[src/rtl/exp_pkg.sv]
package exp_pkg;
  localparam logic [15:0] CLEAR_ONES  = 16'hFFFF;
  localparam logic [15:0] CLEAR_ZEROS = 16'h0000;

  function automatic int addr_shift(input int bus_w);
    return (bus_w == 32) ? 2 : 1;
  endfunction

  function automatic int reg_count(input int pins, input int reg_w);
    return (pins + reg_w - 1) / reg_w;
  endfunction
endpackage

[src/rtl/exp_bus_front.sv]
module exp_bus_front #(
  parameter int BUS_W  = 16,
  parameter int ADDR_W = 8,
  localparam int SH    = exp_pkg::addr_shift(BUS_W),
  localparam int IDX_W = ADDR_W - SH
) (
  input  logic              clk,
  input  logic              rst,
  input  logic [ADDR_W-1:0] bus_addr,
  input  logic              bus_wr,
  input  logic [BUS_W-1:0]  bus_wdata,
  output logic [IDX_W-1:0]  idx_q,
  output logic              wr_q,
  output logic [BUS_W-1:0]  wdata_q
);
  logic unused_low;
  assign unused_low = ^bus_addr[SH-1:0];

  always_ff @(posedge clk) begin
    if (rst) begin
      idx_q   <= '0;
      wr_q    <= 1'b0;
      wdata_q <= '0;
    end else begin
      idx_q   <= bus_addr[ADDR_W-1:SH];
      wr_q    <= bus_wr;
      wdata_q <= bus_wdata;
    end
  end
endmodule

[src/rtl/exp_pin_bank.sv]
module exp_pin_bank #(
  parameter int REG_W    = 8,
  parameter int NUM_PINS = 20,
  parameter int IDX_W    = 7,
  parameter int PIN_BASE = 2,
  parameter logic [NUM_PINS-1:0] DIR_OUT   = '0,
  parameter logic [NUM_PINS-1:0] RESET_VAL = '0,
  localparam int NREG = exp_pkg::reg_count(NUM_PINS, REG_W),
  localparam int PADW = NREG * REG_W
) (
  input  logic                clk,
  input  logic                rst,
  input  logic [IDX_W-1:0]    idx_q,
  input  logic                wr_q,
  input  logic [REG_W-1:0]    wdata_q,
  input  logic [NUM_PINS-1:0] pin_in,
  output logic [NUM_PINS-1:0] pin_out,
  output logic [REG_W-1:0]    rd_data,
  output logic                hit
);
  logic [31:0]         idx32, rel;
  logic [NREG-1:0]     we;
  logic [NUM_PINS-1:0] sync1, sync2;
  logic [PADW-1:0]     view;
  logic                unused_sync;

  assign idx32 = 32'(idx_q);
  assign rel   = idx32 - 32'(PIN_BASE);
  assign hit   = (idx32 >= 32'(PIN_BASE)) && (rel < 32'(NREG));

  always_ff @(posedge clk) begin
    if (rst) begin
      sync1 <= '0;
      sync2 <= '0;
    end else begin
      sync1 <= pin_in;
      sync2 <= sync1;
    end
  end
  assign unused_sync = ^sync2;

  for (genvar r = 0; r < NREG; r++) begin : g_we
    assign we[r] = wr_q && hit && (rel == 32'(r));
  end

  for (genvar n = 0; n < PADW; n++) begin : g_pin
    if (n >= NUM_PINS) begin : g_pad
      assign view[n] = 1'b0;
    end else if (DIR_OUT[n]) begin : g_out
      logic q;
      always_ff @(posedge clk) begin
        if (rst)                q <= RESET_VAL[n];
        else if (we[n / REG_W]) q <= wdata_q[n % REG_W];
      end
      assign pin_out[n] = q;
      assign view[n]    = q;
    end else begin : g_in
      assign pin_out[n] = 1'b0;
      assign view[n]    = sync2[n];
    end
  end

  always_comb begin
    rd_data = '0;
    for (int r = 0; r < NREG; r++) begin
      if (hit && rel == 32'(r)) rd_data = view[r*REG_W +: REG_W];
    end
  end
endmodule

[src/rtl/exp_irq_collect.sv]
module exp_irq_collect #(
  parameter int NUM_IRQ = 6
) (
  input  logic               clk,
  input  logic               rst,
  input  logic [NUM_IRQ-1:0] irq_src,
  input  logic               ack_fire,
  output logic [NUM_IRQ-1:0] pending,
  output logic               irq_out
);
  logic [NUM_IRQ-1:0] s1, s2, s3, rise;

  assign rise = s2 & ~s3;

  always_ff @(posedge clk) begin
    if (rst) begin
      s1      <= '0;
      s2      <= '0;
      s3      <= '0;
      pending <= '0;
      irq_out <= 1'b0;
    end else begin
      s1      <= irq_src;
      s2      <= s1;
      s3      <= s2;
      pending <= (ack_fire ? '0 : pending) | rise;
      irq_out <= ack_fire ? 1'b0 : (|pending);
    end
  end
endmodule

[src/rtl/gpio_irq_expander.sv]
module gpio_irq_expander #(
  parameter int BUS_W    = 16,
  parameter int ADDR_W   = 8,
  parameter int REG_W    = 8,
  parameter int NUM_PINS = 20,
  parameter int PIN_BASE = 2,
  parameter int ACK_IDX  = 1,
  parameter int NUM_IRQ  = 6,
  parameter bit INV_ACK  = 1'b0,
  parameter logic [NUM_PINS-1:0] DIR_OUT   = 20'hF0F3C,
  parameter logic [NUM_PINS-1:0] RESET_VAL = 20'hA5A5A,
  localparam int SH    = exp_pkg::addr_shift(BUS_W),
  localparam int IDX_W = ADDR_W - SH
) (
  input  logic                clk,
  input  logic                rst,
  input  logic [ADDR_W-1:0]   bus_addr,
  input  logic                bus_wr,
  input  logic [BUS_W-1:0]    bus_wdata,
  output logic [BUS_W-1:0]    bus_rdata,
  input  logic [NUM_PINS-1:0] pin_in,
  output logic [NUM_PINS-1:0] pin_out,
  input  logic [NUM_IRQ-1:0]  irq_src,
  output logic                irq_out
);
  localparam logic [15:0] CLEAR_VAL = INV_ACK ? exp_pkg::CLEAR_ZEROS : exp_pkg::CLEAR_ONES;

  logic [IDX_W-1:0]   idx_q;
  logic               wr_q;
  logic [BUS_W-1:0]   wdata_q;
  logic [REG_W-1:0]   pin_rd;
  logic               pin_hit;
  logic               ack_hit;
  logic               ack_fire;
  logic [NUM_IRQ-1:0] pending;
  logic               unused_wd;

  exp_bus_front #(.BUS_W(BUS_W), .ADDR_W(ADDR_W)) u_front (
    .clk(clk), .rst(rst), .bus_addr(bus_addr), .bus_wr(bus_wr),
    .bus_wdata(bus_wdata), .idx_q(idx_q), .wr_q(wr_q), .wdata_q(wdata_q)
  );

  exp_pin_bank #(
    .REG_W(REG_W), .NUM_PINS(NUM_PINS), .IDX_W(IDX_W), .PIN_BASE(PIN_BASE),
    .DIR_OUT(DIR_OUT), .RESET_VAL(RESET_VAL)
  ) u_pins (
    .clk(clk), .rst(rst), .idx_q(idx_q), .wr_q(wr_q),
    .wdata_q(wdata_q[REG_W-1:0]), .pin_in(pin_in), .pin_out(pin_out),
    .rd_data(pin_rd), .hit(pin_hit)
  );

  assign ack_hit  = (32'(idx_q) == 32'(ACK_IDX));
  assign ack_fire = wr_q && ack_hit && (wdata_q[15:0] == CLEAR_VAL);
  assign unused_wd = ^wdata_q;

  exp_irq_collect #(.NUM_IRQ(NUM_IRQ)) u_irq (
    .clk(clk), .rst(rst), .irq_src(irq_src), .ack_fire(ack_fire),
    .pending(pending), .irq_out(irq_out)
  );

  always_comb begin
    bus_rdata = '0;
    if (ack_hit)      bus_rdata[NUM_IRQ-1:0] = pending;
    else if (pin_hit) bus_rdata[REG_W-1:0]   = pin_rd;
  end
endmodule

[config.mk]
export PLATFORM = sky130hd
export DESIGN_NAME = gpio_irq_expander
export DESIGN_NICKNAME = d
export VERILOG_FILES = /design/src/rtl/exp_pkg.sv /design/src/rtl/exp_bus_front.sv /design/src/rtl/exp_pin_bank.sv /design/src/rtl/exp_irq_collect.sv /design/src/rtl/gpio_irq_expander.sv
export SDC_FILE = /design/constraint.sdc
export NUM_CORES = 1
export LEC_CHECK = 0
export BUFFER_PORTS_ARGS = -buffer_cell sky130_fd_sc_hd__buf_2
export CAP_MARGIN = 20
export CORE_ASPECT_RATIO = 0.5
export CORE_MARGIN = 2
export CORE_UTILIZATION = 48
export CTS_BUF_LIST = sky130_fd_sc_hd__clkbuf_4
export CTS_CLUSTER_SIZE = 30
export DETAILED_ROUTE_END_ITERATION = 10
export GPL_ROUTABILITY_DRIVEN = 0
export GPL_TIMING_DRIVEN = 0
export PLACE_DENSITY = 0.87
export REMOVE_ABC_BUFFERS = 1
export SYNTH_ARGS = -nofsm -noshare
export SYNTH_HDL_FRONTEND = slang
export SYNTH_HIERARCHICAL = 1
export SYNTH_SLANG_ARGS = --single-unit
[constraint.sdc]
create_clock -name clk -period 2.6 [get_ports clk]
set_clock_uncertainty 0.05 [all_clocks]
set_input_delay 0.39 -clock clk [delete_from_list [all_inputs] [get_ports clk]]
set_output_delay 0.39 -clock clk [all_outputs]
set_load 0.01 [all_outputs]
==> results.toml, run 1 <==
[synth]
dominantRegCellSynth = "sky130_fd_sc_hd__dfxtp_1"
synth_seq_area_share_pct = 49.8
synth_seq_cells = 77
yosysTopAreaCellShare_pct = 49.8
synth_area_per_cell_um2 = 9.99
post_synth_main_area_contributors = "sky130_fd_sc_hd__dfxtp_1 (50%), sky130_fd_sc_hd__nor2b_1 (8.1%), sky130_fd_sc_hd__buf_4 (6.8%)"
synth-warning-count = 6
synth.distinct_cells = 42
synth-edff-count = 0
netlist_area_before_placement_um2 = 3100
synthDominantAreaCellType = "sky130_fd_sc_hd__dfxtp_1"
number_of_standard_cells_after_synthesis = 310
asyncSetResetFlopFracSynth_pct = 0

[pwr]
power.density_cell_area_nw_per_um2 = 576
finalPower_mw = 2.03
static-leakage-power_nw = 1.51
maximum_vdd_drop_mv = 0.323

[route]
drtIter0Drc = 99
firstDrtPassIters = 4
ant_nets = 0
drcViolationCount = 0
detail_route.wirelength_mm = 5.26
via_count = 2121
routed_via_density = 4.63
detail_route.wl_per_cell_um = 11.5

[cts]
clock_tree_from_tritoncts = "yes"
post_cts_hold_buffer_count = 0
cts.htree.levels = 3
cts.clk_slew.worst_paths_ns = 0.11
numClockSinks = 77
clock_insertion_delay_worst_skew_ns = 0.39
clock_tree.root_cell = "sky130_fd_sc_hd__clkbuf_4"
cts_buffers = 9
clockBufferDepth = 2

[floorplan]
die-area_um2 = 7150
ios = 90
std_cell_rows = 20
die_h_um = 60.8
floorplan.initialDensity_pct = 50.3
dieWidth_um = 118
floorplan.core_area_um2 = 6160

[cells_and_area]
final_layout_size_suffix_gt1_share_pct = 31.6
insertedDiodeCount = 0
mostFrequentLayoutCells = "sky130_fd_sc_hd__dfxtp_1 (74), sky130_fd_sc_hd__buf_2 (60), sky130_fd_sc_hd__nor2b_1 (40), sky130_fd_sc_hd__nor2_1 (25), sky130_fd_sc_hd__mux2i_1 (18)"
final_net_count = 420
layout.cells.most_common = "sky130_fd_sc_hd__dfxtp_1"
flow.area_growth_from_synthesis_pct = 13.5

[global_route]
grt_first_pass_wirelength_mm = 8.51
grt_max_degree = 45
gr-total-overflow = 0
via_count_of_the_first_global_routing_pass = 1874
grt_use_total_pct = 15.3
antenna_violations_before_repair = 0

[worst_setup_path]
crit_type = "reg -> out"
critical_path.reg2reg.startpoint = "u_front/idx_q[1]$_SDFF_PP0_"
critical_path_peak_fanout = 8
regToRegEndpoint = "u_pins/g_pin[3].g_out.q$_SDFFE_PP1P_"
worstSetupStartpointType = "flop"
timing.reg2reg.setup_slack_ns = 0.31
end_kind = "output pin"
crit_required_ns = 2.16
critPathCapture = "bus_rdata[4]"
crit_start = "u_front/idx_q[1]$_SDFF_PP0_"
r2r_cells = 9
critical_path_arrival_ns = 2.39

[sta]
maxClockFrequency_ghz = 0.353
finalCritPeriodShare_pct = 109
report.final.hold_viol_count = 0
timing_worst_slew_pin_value_ns = 0.753
finalHoldWorstSlack_ns = 0.143
final.min_clock_period_ns = 2.83
tns_setup_ns = -1.67
slew_headroom_pct = 49.8
timing.final.max_slew_violations = 0
setup_slack_ns = -0.233
setup_repair_after_global_routing_missed_its_margin = "true"
setup_viol = 8

[status]
status = "complete, but fails checks"
violated_checks = "negative setup slack"

[job]
maxcap_viol_count = 0

[hold_path]
hold_path_class = "in -> reg"

[placement]
port_buffers = 60
place_hpwl_mm = 3.70
[how the worst min path moves through the flow]
stage                                 from                       endpoint  slack, ns  cells past startpoint
6_report                      bus_wdata[3]  u_front/wdata_q[3]$_SDFF_PP0_       0.14                      2
5_1_grt                          pin_in[1]     u_pins/sync1[1]$_SDFF_PP0_       0.11                      2
4_1_cts                        bus_addr[7]    u_front/idx_q[6]$_SDFF_PP0_       0.12                      2
3_5_place_dp   u_pins/sync1[14]$_SDFF_PP0_    u_pins/sync2[14]$_SDFF_PP0_       0.37                      1
3_3_place_gp        u_irq/s1[2]$_SDFF_PP0_         u_irq/s2[2]$_SDFF_PP0_       0.37                      1
2_1_floorplan       u_irq/s1[0]$_SDFF_PP0_         u_irq/s2[0]$_SDFF_PP0_       0.36                      1
[repair_timing]
| action | in CTS | in global routing |
|---|---|---|
| pin swaps | 8 | 3 |
| setup buffers | 7 | 1 |
| gates resized for setup | 11 | 2 |
| endpoints found under the setup margin | 8 | 8 |
[flip-flops by register name, indices dropped and copies added (netlist names)]
name and count:
u_front/wdata_q 16, u_pins/sync2 8, u_irq/pending 6, u_irq/s2 6, u_pins/g_pin.g_out.q 12, u_irq/irq_out 1
u_front/idx_q 7, u_irq/s3 6, u_pins/sync1 8, u_irq/s1 6, u_front/wr_q 1
[where the power goes]
group          switching (mW)  internal (mW)  total (mW)  leakage, nW
Clock                   0.351          0.233       0.584       0.0615
Combinational          0.0924         0.0929       0.185        0.810
Sequential             0.0275           1.23        1.26        0.636
Total                   0.470           1.55        2.03         1.51
[per-layer routing]
| metal | global-route usage (%) | up-vias | routed length (µm) |
|---|---|---|---|
| li1 | - | 1082 | - |
| met1 | 17.6 | 954 | 2330 |
| met2 | 27.1 | 75 | 2540 |
| met3 | 4.70 | 10 | 304 |
| met4 | 7.92 | 0 | 84 |
| met5 | 0 | - | 0 |
[cell type report]
| cell class | instances | area (µm²) |
|---|---|---|
| Clock buffer | 13 | 97.6 |
| Clock inverter | 2 | 11.3 |
| Fill cell | 529 | 2640 |
| Inverter | 9 | 37.5 |
| Multi-Input combinational cell | 200 | 1330 |
| Sequential cell | 77 | 1550 |
| Tap cell | 88 | 110 |
| Timing Repair Buffer | 69 | 380 |
[synthesized netlist by cell type, drive strengths merged, types with 4 or more instances]
library cell  instances
dfxtp                77
nand2                10
nor2                 25
mux2i                18
and2b                 4
nand2b               16
buf                  33
nor2b                54
clkbuf                5
a21oi                15
inv                   9
nand3                 7
a22oi                 4
[kinds of logic (layout without fill, tap and decap cells)]
family	count (synthesis)	count (layout)	share of synthesized area, %
AO/OA/AOI/OAI	31	31	7.03
XOR/XNOR	1	1	0.283
adder cells (fa/ha/maj)	1	1	0.404
buffers and inverters	47	93	10.1
flip-flops	77	77	49.8
multiplexers	18	18	5.82
other	2	16	0.243
AND/OR/NAND/NOR	133	133	26.4
[critical path: stages (launching register included)]
cell and delay [ns]:
sky130_fd_sc_hd__dfxtp_4 0.38, sky130_fd_sc_hd__clkinvlp_4 0.11, sky130_fd_sc_hd__ha_4 0.18, sky130_fd_sc_hd__or2_4 0.23, sky130_fd_sc_hd__a221oi_4 0.23, sky130_fd_sc_hd__o211ai_1 0.16
sky130_fd_sc_hd__a21oi_2 0.29, sky130_fd_sc_hd__nand2_1 0.09, sky130_fd_sc_hd__mux2i_1 0.16, sky130_fd_sc_hd__buf_2 0.15
[through the flow]
step / util [%] / setup WS [ns] / std cells / area [µm²]
6_report: 57.1 / -0.233 / 458 / 3510
5_1_grt: 57.1 / -0.395 / 458 / 3510
4_1_cts: 57.0 / -0.243 / 457 / 3510
3_5_place_dp: 53.6 / -0.681 / 435 / 3300
3_3_place_gp: 53.3 / -0.663 / 434 / 3280
2_1_floorplan: - / -0.213 / 286 / 2870
Note: power is estimated with default switching activity, not from simulation.
==> run 2, diff against run 1 <==
--- a/config.mk
+++ b/config.mk
@@ -9,15 +9,14 @@
 export CAP_MARGIN = 20
 export CORE_ASPECT_RATIO = 0.5
 export CORE_MARGIN = 2
-export CORE_UTILIZATION = 48
+export CORE_UTILIZATION = 47
 export CTS_BUF_LIST = sky130_fd_sc_hd__clkbuf_4
 export CTS_CLUSTER_SIZE = 30
 export DETAILED_ROUTE_END_ITERATION = 10
 export GPL_ROUTABILITY_DRIVEN = 0
 export GPL_TIMING_DRIVEN = 0
-export PLACE_DENSITY = 0.87
+export PLACE_DENSITY = 0.86
 export REMOVE_ABC_BUFFERS = 1
 export SYNTH_ARGS = -nofsm -noshare
 export SYNTH_HDL_FRONTEND = slang
-export SYNTH_HIERARCHICAL = 1
 export SYNTH_SLANG_ARGS = --single-unit
==> results.toml, run 2 <==
[synth]
number_of_standard_cells_after_synthesis = 286
synth.distinct_cells = 37
synth_seq_area_share_pct = 52.6
post_synth_main_area_contributors = "sky130_fd_sc_hd__dfxtp_1 (53%), sky130_fd_sc_hd__nor2b_1 (13%), sky130_fd_sc_hd__buf_4 (7.2%)"
synth_area_per_cell_um2 = 10.3
dominantRegCellSynth = "sky130_fd_sc_hd__dfxtp_1"
asyncSetResetFlopFracSynth_pct = 0
synth-edff-count = 0
synth_commonest_cells = "sky130_fd_sc_hd__dfxtp_1 (77), sky130_fd_sc_hd__nor2b_1 (62), sky130_fd_sc_hd__buf_4 (28)"
yosysTopAreaCellShare_pct = 52.6
synthDominantAreaCellType = "sky130_fd_sc_hd__dfxtp_1"
netlist_area_before_placement_um2 = 2930
synth_most_common_cell = "sky130_fd_sc_hd__dfxtp_1"
synth_seq_cells = 77
synth-warning-count = 0

[cts]
post_cts_hold_buffer_count = 0
clock_tree.root_cell = "sky130_fd_sc_hd__clkbuf_4"
clockBufferDepth = 2
cts.htree.levels = 3
clock_tree_from_tritoncts = "yes"
cts_buffers = 9
cts.clk_slew.worst_paths_ns = 0.12
clock_insertion_delay_worst_skew_ns = 0.41
numClockSinks = 77

[hold_path]
hold_path_class = "in -> reg"

[placement]
pre_cts_ws_ns = 0.0430
placed_area_um2 = 3160
place_inst = 411
port_buffers = 60
place_hpwl_mm = 3.52

[cells_and_area]
final_net_count = 393
flow.area_growth_from_synthesis_pct = 16.9
mostFrequentLayoutCells = "sky130_fd_sc_hd__dfxtp_1 (74), sky130_fd_sc_hd__nor2b_1 (62), sky130_fd_sc_hd__buf_2 (60), sky130_fd_sc_hd__nor2_1 (19)"
largest_register_ff_count = 16
layout.cells.most_common = "sky130_fd_sc_hd__dfxtp_1"
final_layout_size_suffix_gt1_share_pct = 30.5
fin_util_pct = 56.6
final_cell_count_no_fill = 432
stdcell_area_um2 = 3430
insertedDiodeCount = 0
most_flop_heavy_register = "u_front.wdata_q"
reg_top3 = "u_front.wdata_q (16), u_pins.g_pin.g_out.q (12)"

[route]
via_count = 1973
detail_route.wl_per_cell_um = 11.6
firstDrtPassIters = 4
detail_route.wirelength_mm = 5.03
drcViolationCount = 0
drtIter0Drc = 60
routed_via_density = 4.57
ant_nets = 0

[worst_setup_path]
maximum_cell_stage_delay_along_the_critical_path_ns = 0.37
crit_buf_inv = 2
crit_path_top_delay_cell = "sky130_fd_sc_hd__dfxtp_4"
timing.reg2reg.setup_slack_ns = 0.46
crit_type = "reg -> out"
worstSetupStartpointType = "flop"
worstPathCellList = "inv_2 -> ha_4 -> or2_0 -> a211o_1 -> a21oi_4 -> a21oi_2 -> o31ai_1 -> buf_2"
crit_required_ns = 2.16
critical_path_peak_fanout = 5
critical_path_arrival_ns = 2.28
worst_path_dominant_cell_family = "compound AO/OA/AOI/OAI gates"
end_kind = "output pin"

[sta]
final.min_clock_period_ns = 2.72
tns_setup_ns = -0.376
setup_slack_ns = -0.124
slew_headroom_pct = 66.6
report.final.hold_viol_count = 0
timing.final.max_slew_violations = 0
timing_worst_slew_pin_value_ns = 0.496
setup_repair_after_global_routing_missed_its_margin = "true"
finalCritPeriodShare_pct = 105
finalHoldWorstSlack_ns = 0.131
setup_viol = 4
maxClockFrequency_ghz = 0.367

[global_route]
grt_first_pass_wirelength_mm = 7.87
grt_max_degree = 59
antenna_violations_before_repair = 0
gr-total-overflow = 0
via_count_of_the_first_global_routing_pass = 1763
grt_use_total_pct = 15.4

[pwr]
power.density_cell_area_nw_per_um2 = 650
maximum_vdd_drop_mv = 0.361
finalPower_mw = 2.23
static-leakage-power_nw = 1.43

[floorplan]
std_cell_rows = 20
dieWidth_um = 116
die-area_um2 = 6920
floorplan.core_area_um2 = 6060
floorplan.initialDensity_pct = 48.4
die_h_um = 59.8
ios = 90

[job]
maxcap_viol_count = 0

[status]
violated_checks = "negative setup slack"
status = "complete, but fails checks"
run 2: worst paths after layout:
path                                             startpoint                                    end  cells past startpoint
worst max register to register  u_front.idx_q[1]$_SDFF_PP0_  u_pins.g_pin[17].g_out.q$_SDFFE_PP1P_                      9
worst min-delay path                             irq_src[5]                 u_irq.s1[5]$_SDFF_PP0_                      2
worst min register to register   u_pins.sync1[7]$_SDFF_PP0_             u_pins.sync2[7]$_SDFF_PP0_                      1
worst max-delay path            u_front.idx_q[1]$_SDFF_PP0_                           bus_rdata[2]                      8
run 2: what timing repair did:
action | CTS | global route
gates resized for setup | 14 | 6
setup buffers | 3 | 2
endpoints found under the setup margin | 5 | 5
pin swaps | 12 | 3
run 2: cell families (layout without fill, tap and decap cells):
| group | after synthesis | after routing | share of synthesized area [%] |
|---|---|---|---|
| simple gates | 113 | 113 | 23.2 |
| flops | 77 | 77 | 52.6 |
| buf+inv | 49 | 92 | 10.2 |
| compound gates | 27 | 27 | 7.13 |
| mux | 16 | 16 | 5.46 |
| xor+xnor | 2 | 2 | 0.854 |
| fa+ha+maj | 1 | 1 | 0.427 |
| other cells | 1 | 16 | 0.128 |
run 2: where the power goes:
part / internal (mW) / switching, mW
Sequential: 1.23 / 0.0284
Combinational: 0.0896 / 0.0892
Clock: 0.401 / 0.390
run 2: area by class of cell:
| class | count | area, µm² |
|---|---|---|
| Fill cell | 541 | 2630 |
| Sequential cell | 77 | 1550 |
| Multi-Input combinational cell | 175 | 1210 |
| Timing Repair Buffer | 66 | 358 |
| Tap cell | 88 | 110 |
| Clock inverter | 6 | 86.3 |
| Clock buffer | 10 | 75.1 |
| Inverter | 10 | 37.5 |
run 2: layer usage:
metal / part of all wire (%) / global-route usage, % / wire (µm)
met2: 48 / 26.1 / 2430
met3: 6.2 / 7.91 / 311
met5: 0 / 0 / 0
met1: 43 / 16.7 / 2160
met4: 2.5 / 6.63 / 126
==> run 3, diff against run 2 <==
--- a/config.mk
+++ b/config.mk
@@ -5,17 +5,17 @@
 export SDC_FILE = /design/constraint.sdc
 export NUM_CORES = 1
 export LEC_CHECK = 0
-export BUFFER_PORTS_ARGS = -buffer_cell sky130_fd_sc_hd__buf_2
 export CAP_MARGIN = 20
 export CORE_ASPECT_RATIO = 0.5
 export CORE_MARGIN = 2
-export CORE_UTILIZATION = 47
+export CORE_UTILIZATION = 49
 export CTS_BUF_LIST = sky130_fd_sc_hd__clkbuf_4
 export CTS_CLUSTER_SIZE = 30
 export DETAILED_ROUTE_END_ITERATION = 10
+export DONT_BUFFER_PORTS = 1
 export GPL_ROUTABILITY_DRIVEN = 0
 export GPL_TIMING_DRIVEN = 0
-export PLACE_DENSITY = 0.86
+export PLACE_DENSITY = 0.75
 export REMOVE_ABC_BUFFERS = 1
 export SYNTH_ARGS = -nofsm -noshare
 export SYNTH_HDL_FRONTEND = slang
==> results.toml, run 3 (same netlist as run 2, synthesis figures left out) <==
[cells_and_area]
final_net_count = 335
layout.cells.most_common = "sky130_fd_sc_hd__dfxtp_1"
final_layout_size_suffix_gt1_share_pct = 15.5
reg_top3 = "u_front.wdata_q (16), u_pins.g_pin.g_out.q (12)"
stdcell_area_um2 = 3140
final_cell_count_no_fill = 357
flow.area_growth_from_synthesis_pct = 7.00
mostFrequentLayoutCells = "sky130_fd_sc_hd__dfxtp_1 (74), sky130_fd_sc_hd__nor2b_1 (62), sky130_fd_sc_hd__nor2_1 (19), sky130_fd_sc_hd__mux2i_1 (16), sky130_fd_sc_hd__conb_1 (16)"
insertedDiodeCount = 0
largest_register_ff_count = 16
nFillCells = 471
fin_util_pct = 55.7
most_flop_heavy_register = "u_front.wdata_q"

[cts]
clock_tree_from_tritoncts = "yes"
clockBufferDepth = 2
cts_buffers = 9
cts.htree.levels = 3
cts.clk_slew.worst_paths_ns = 0.12
numClockSinks = 77
clock_insertion_delay_worst_skew_ns = 0.40
clock_tree.root_cell = "sky130_fd_sc_hd__clkbuf_4"

[worst_setup_path]
end_kind = "output pin"
worstSetupStartpointType = "flop"
crit_type = "reg -> out"
critical_path_peak_fanout = 5
crit_required_ns = 2.16
critical_path_arrival_ns = 2.16

[sta]
setup_repair_after_global_routing_missed_its_margin = "true"
setup_slack_ns = -0.00308
finalCritPeriodShare_pct = 100
final.min_clock_period_ns = 2.60
slew_headroom_pct = 65.4
setup_viol = 1
maxClockFrequency_ghz = 0.384
report.final.hold_viol_count = 0
timing.final.max_slew_violations = 0
timing_worst_slew_pin_value_ns = 0.514
finalHoldWorstSlack_ns = 0.0574

[placement]
port_buffers = 0
place_inst = 335
pre_cts_ws_ns = 0.0104
place_hpwl_mm = 3.37
placed_area_um2 = 2820

[floorplan]
die-area_um2 = 6660
floorplan.initialDensity_pct = 52.0
dieWidth_um = 113
floorplan.core_area_um2 = 5630
die_h_um = 58.7
ios = 90
std_cell_rows = 19

[status]
violated_checks = "negative setup slack"
status = "complete, but fails checks"

[hold_path]
hold_path_class = "in -> reg"

[global_route]
antenna_violations_before_repair = 0
grt_first_pass_wirelength_mm = 8.33
via_count_of_the_first_global_routing_pass = 1714
grt_max_degree = 63
grt_use_total_pct = 16.6
gr-total-overflow = 0

[pwr]
power.density_cell_area_nw_per_um2 = 659
static-leakage-power_nw = 1.17
maximum_vdd_drop_mv = 0.330

[route]
detail_route.wirelength_mm = 5.31
ant_nets = 0
drcViolationCount = 0
via_count = 1772
routed_via_density = 4.96
firstDrtPassIters = 5
detail_route.wl_per_cell_um = 14.9
drtIter0Drc = 56

[job]
maxcap_viol_count = 0
run 3: cell types whose count changed in the layout (fill, tap and decap cells not counted), moves of 2 or more:
| cell | previous run | this run |
|---|---|---|
| sky130_fd_sc_hd__dlygate4sd3_1 | 0 | 2 |
| sky130_fd_sc_hd__inv_2 | 2 | 0 |
| sky130_fd_sc_hd__o31ai_4 | 0 | 4 |
| sky130_fd_sc_hd__o31ai_1 | 3 | 1 |
| sky130_fd_sc_hd__o31ai_2 | 2 | 0 |
| sky130_fd_sc_hd__buf_2 | 60 | 0 |
run 3: metal layers:
layer	vias up	share of wire, %	track usage, %	wire [µm]
met3	17	4.8	5.46	255
met5	-	0	0	0
met4	0	3.6	9.41	191
li1	885	-	-	-
met1	806	43	19.4	2310
met2	64	48	27.7	2560
run 3: repair_timing:
action                     CTS  global route
pin swaps                    8             4
hold buffers                 2             1
resized for setup           19             7
hold endpoints to repair    62             1
setup endpoints to repair    5             4
buffers inserted             2             3
run 3: per-stage QoR:
step           TNS [ns]  power, mW
2_1_floorplan         0       1.37
3_3_place_gp          0       1.39
5_1_grt          -0.195       2.16
6_report       -0.00308       2.07
4_1_cts               0       2.07
3_5_place_dp          0       1.39
run 3: power breakdown:
group          internal, mW  switching [mW]  leakage [nW]
Clock                 0.280           0.375        0.0714
Sequential             1.23          0.0325         0.636
Combinational        0.0666          0.0822         0.466
run 3: area by class of cell:
cell class	instances	area [µm²]	share of cell area (%)
Tap cell	73	91.3	2.91
Sequential cell	77	1550	49.3
Clock buffer	9	67.6	2.15
Clock inverter	5	53.8	1.72
Timing Repair Buffer	8	85.1	2.71
Inverter	10	40.0	1.28
Multi-Input combinational cell	175	1250	39.9
run 3: path summary, 6_finish.rpt:
kind,endpoint,depth (start not counted),startpoint,slack (ns)
setup / recovery,bus_rdata[1],7,u_front.idx_q[2]$_SDFF_PP0_,-0.003
hold / removal,u_front.wdata_q[8]$_SDFF_PP0_,1,bus_wdata[8],0.06
setup reg to reg,u_pins.g_pin[11].g_out.q$_SDFFE_PP1P_,8,u_front.idx_q[2]$_SDFF_PP0_,0.53
hold reg to reg,u_pins.sync2[0]$_SDFF_PP0_,1,u_pins.sync1[0]$_SDFF_PP0_,0.40
run 3: critical path: stages, from the launching register on:
cell and delay [ns]:
sky130_fd_sc_hd__dfxtp_2 0.36, sky130_fd_sc_hd__inv_1 0.07, sky130_fd_sc_hd__ha_4 0.18, sky130_fd_sc_hd__or2_1 0.22, sky130_fd_sc_hd__a211o_1 0.29, sky130_fd_sc_hd__a21oi_4 0.24, sky130_fd_sc_hd__a21oi_2 0.11, sky130_fd_sc_hd__o31ai_4 0.29
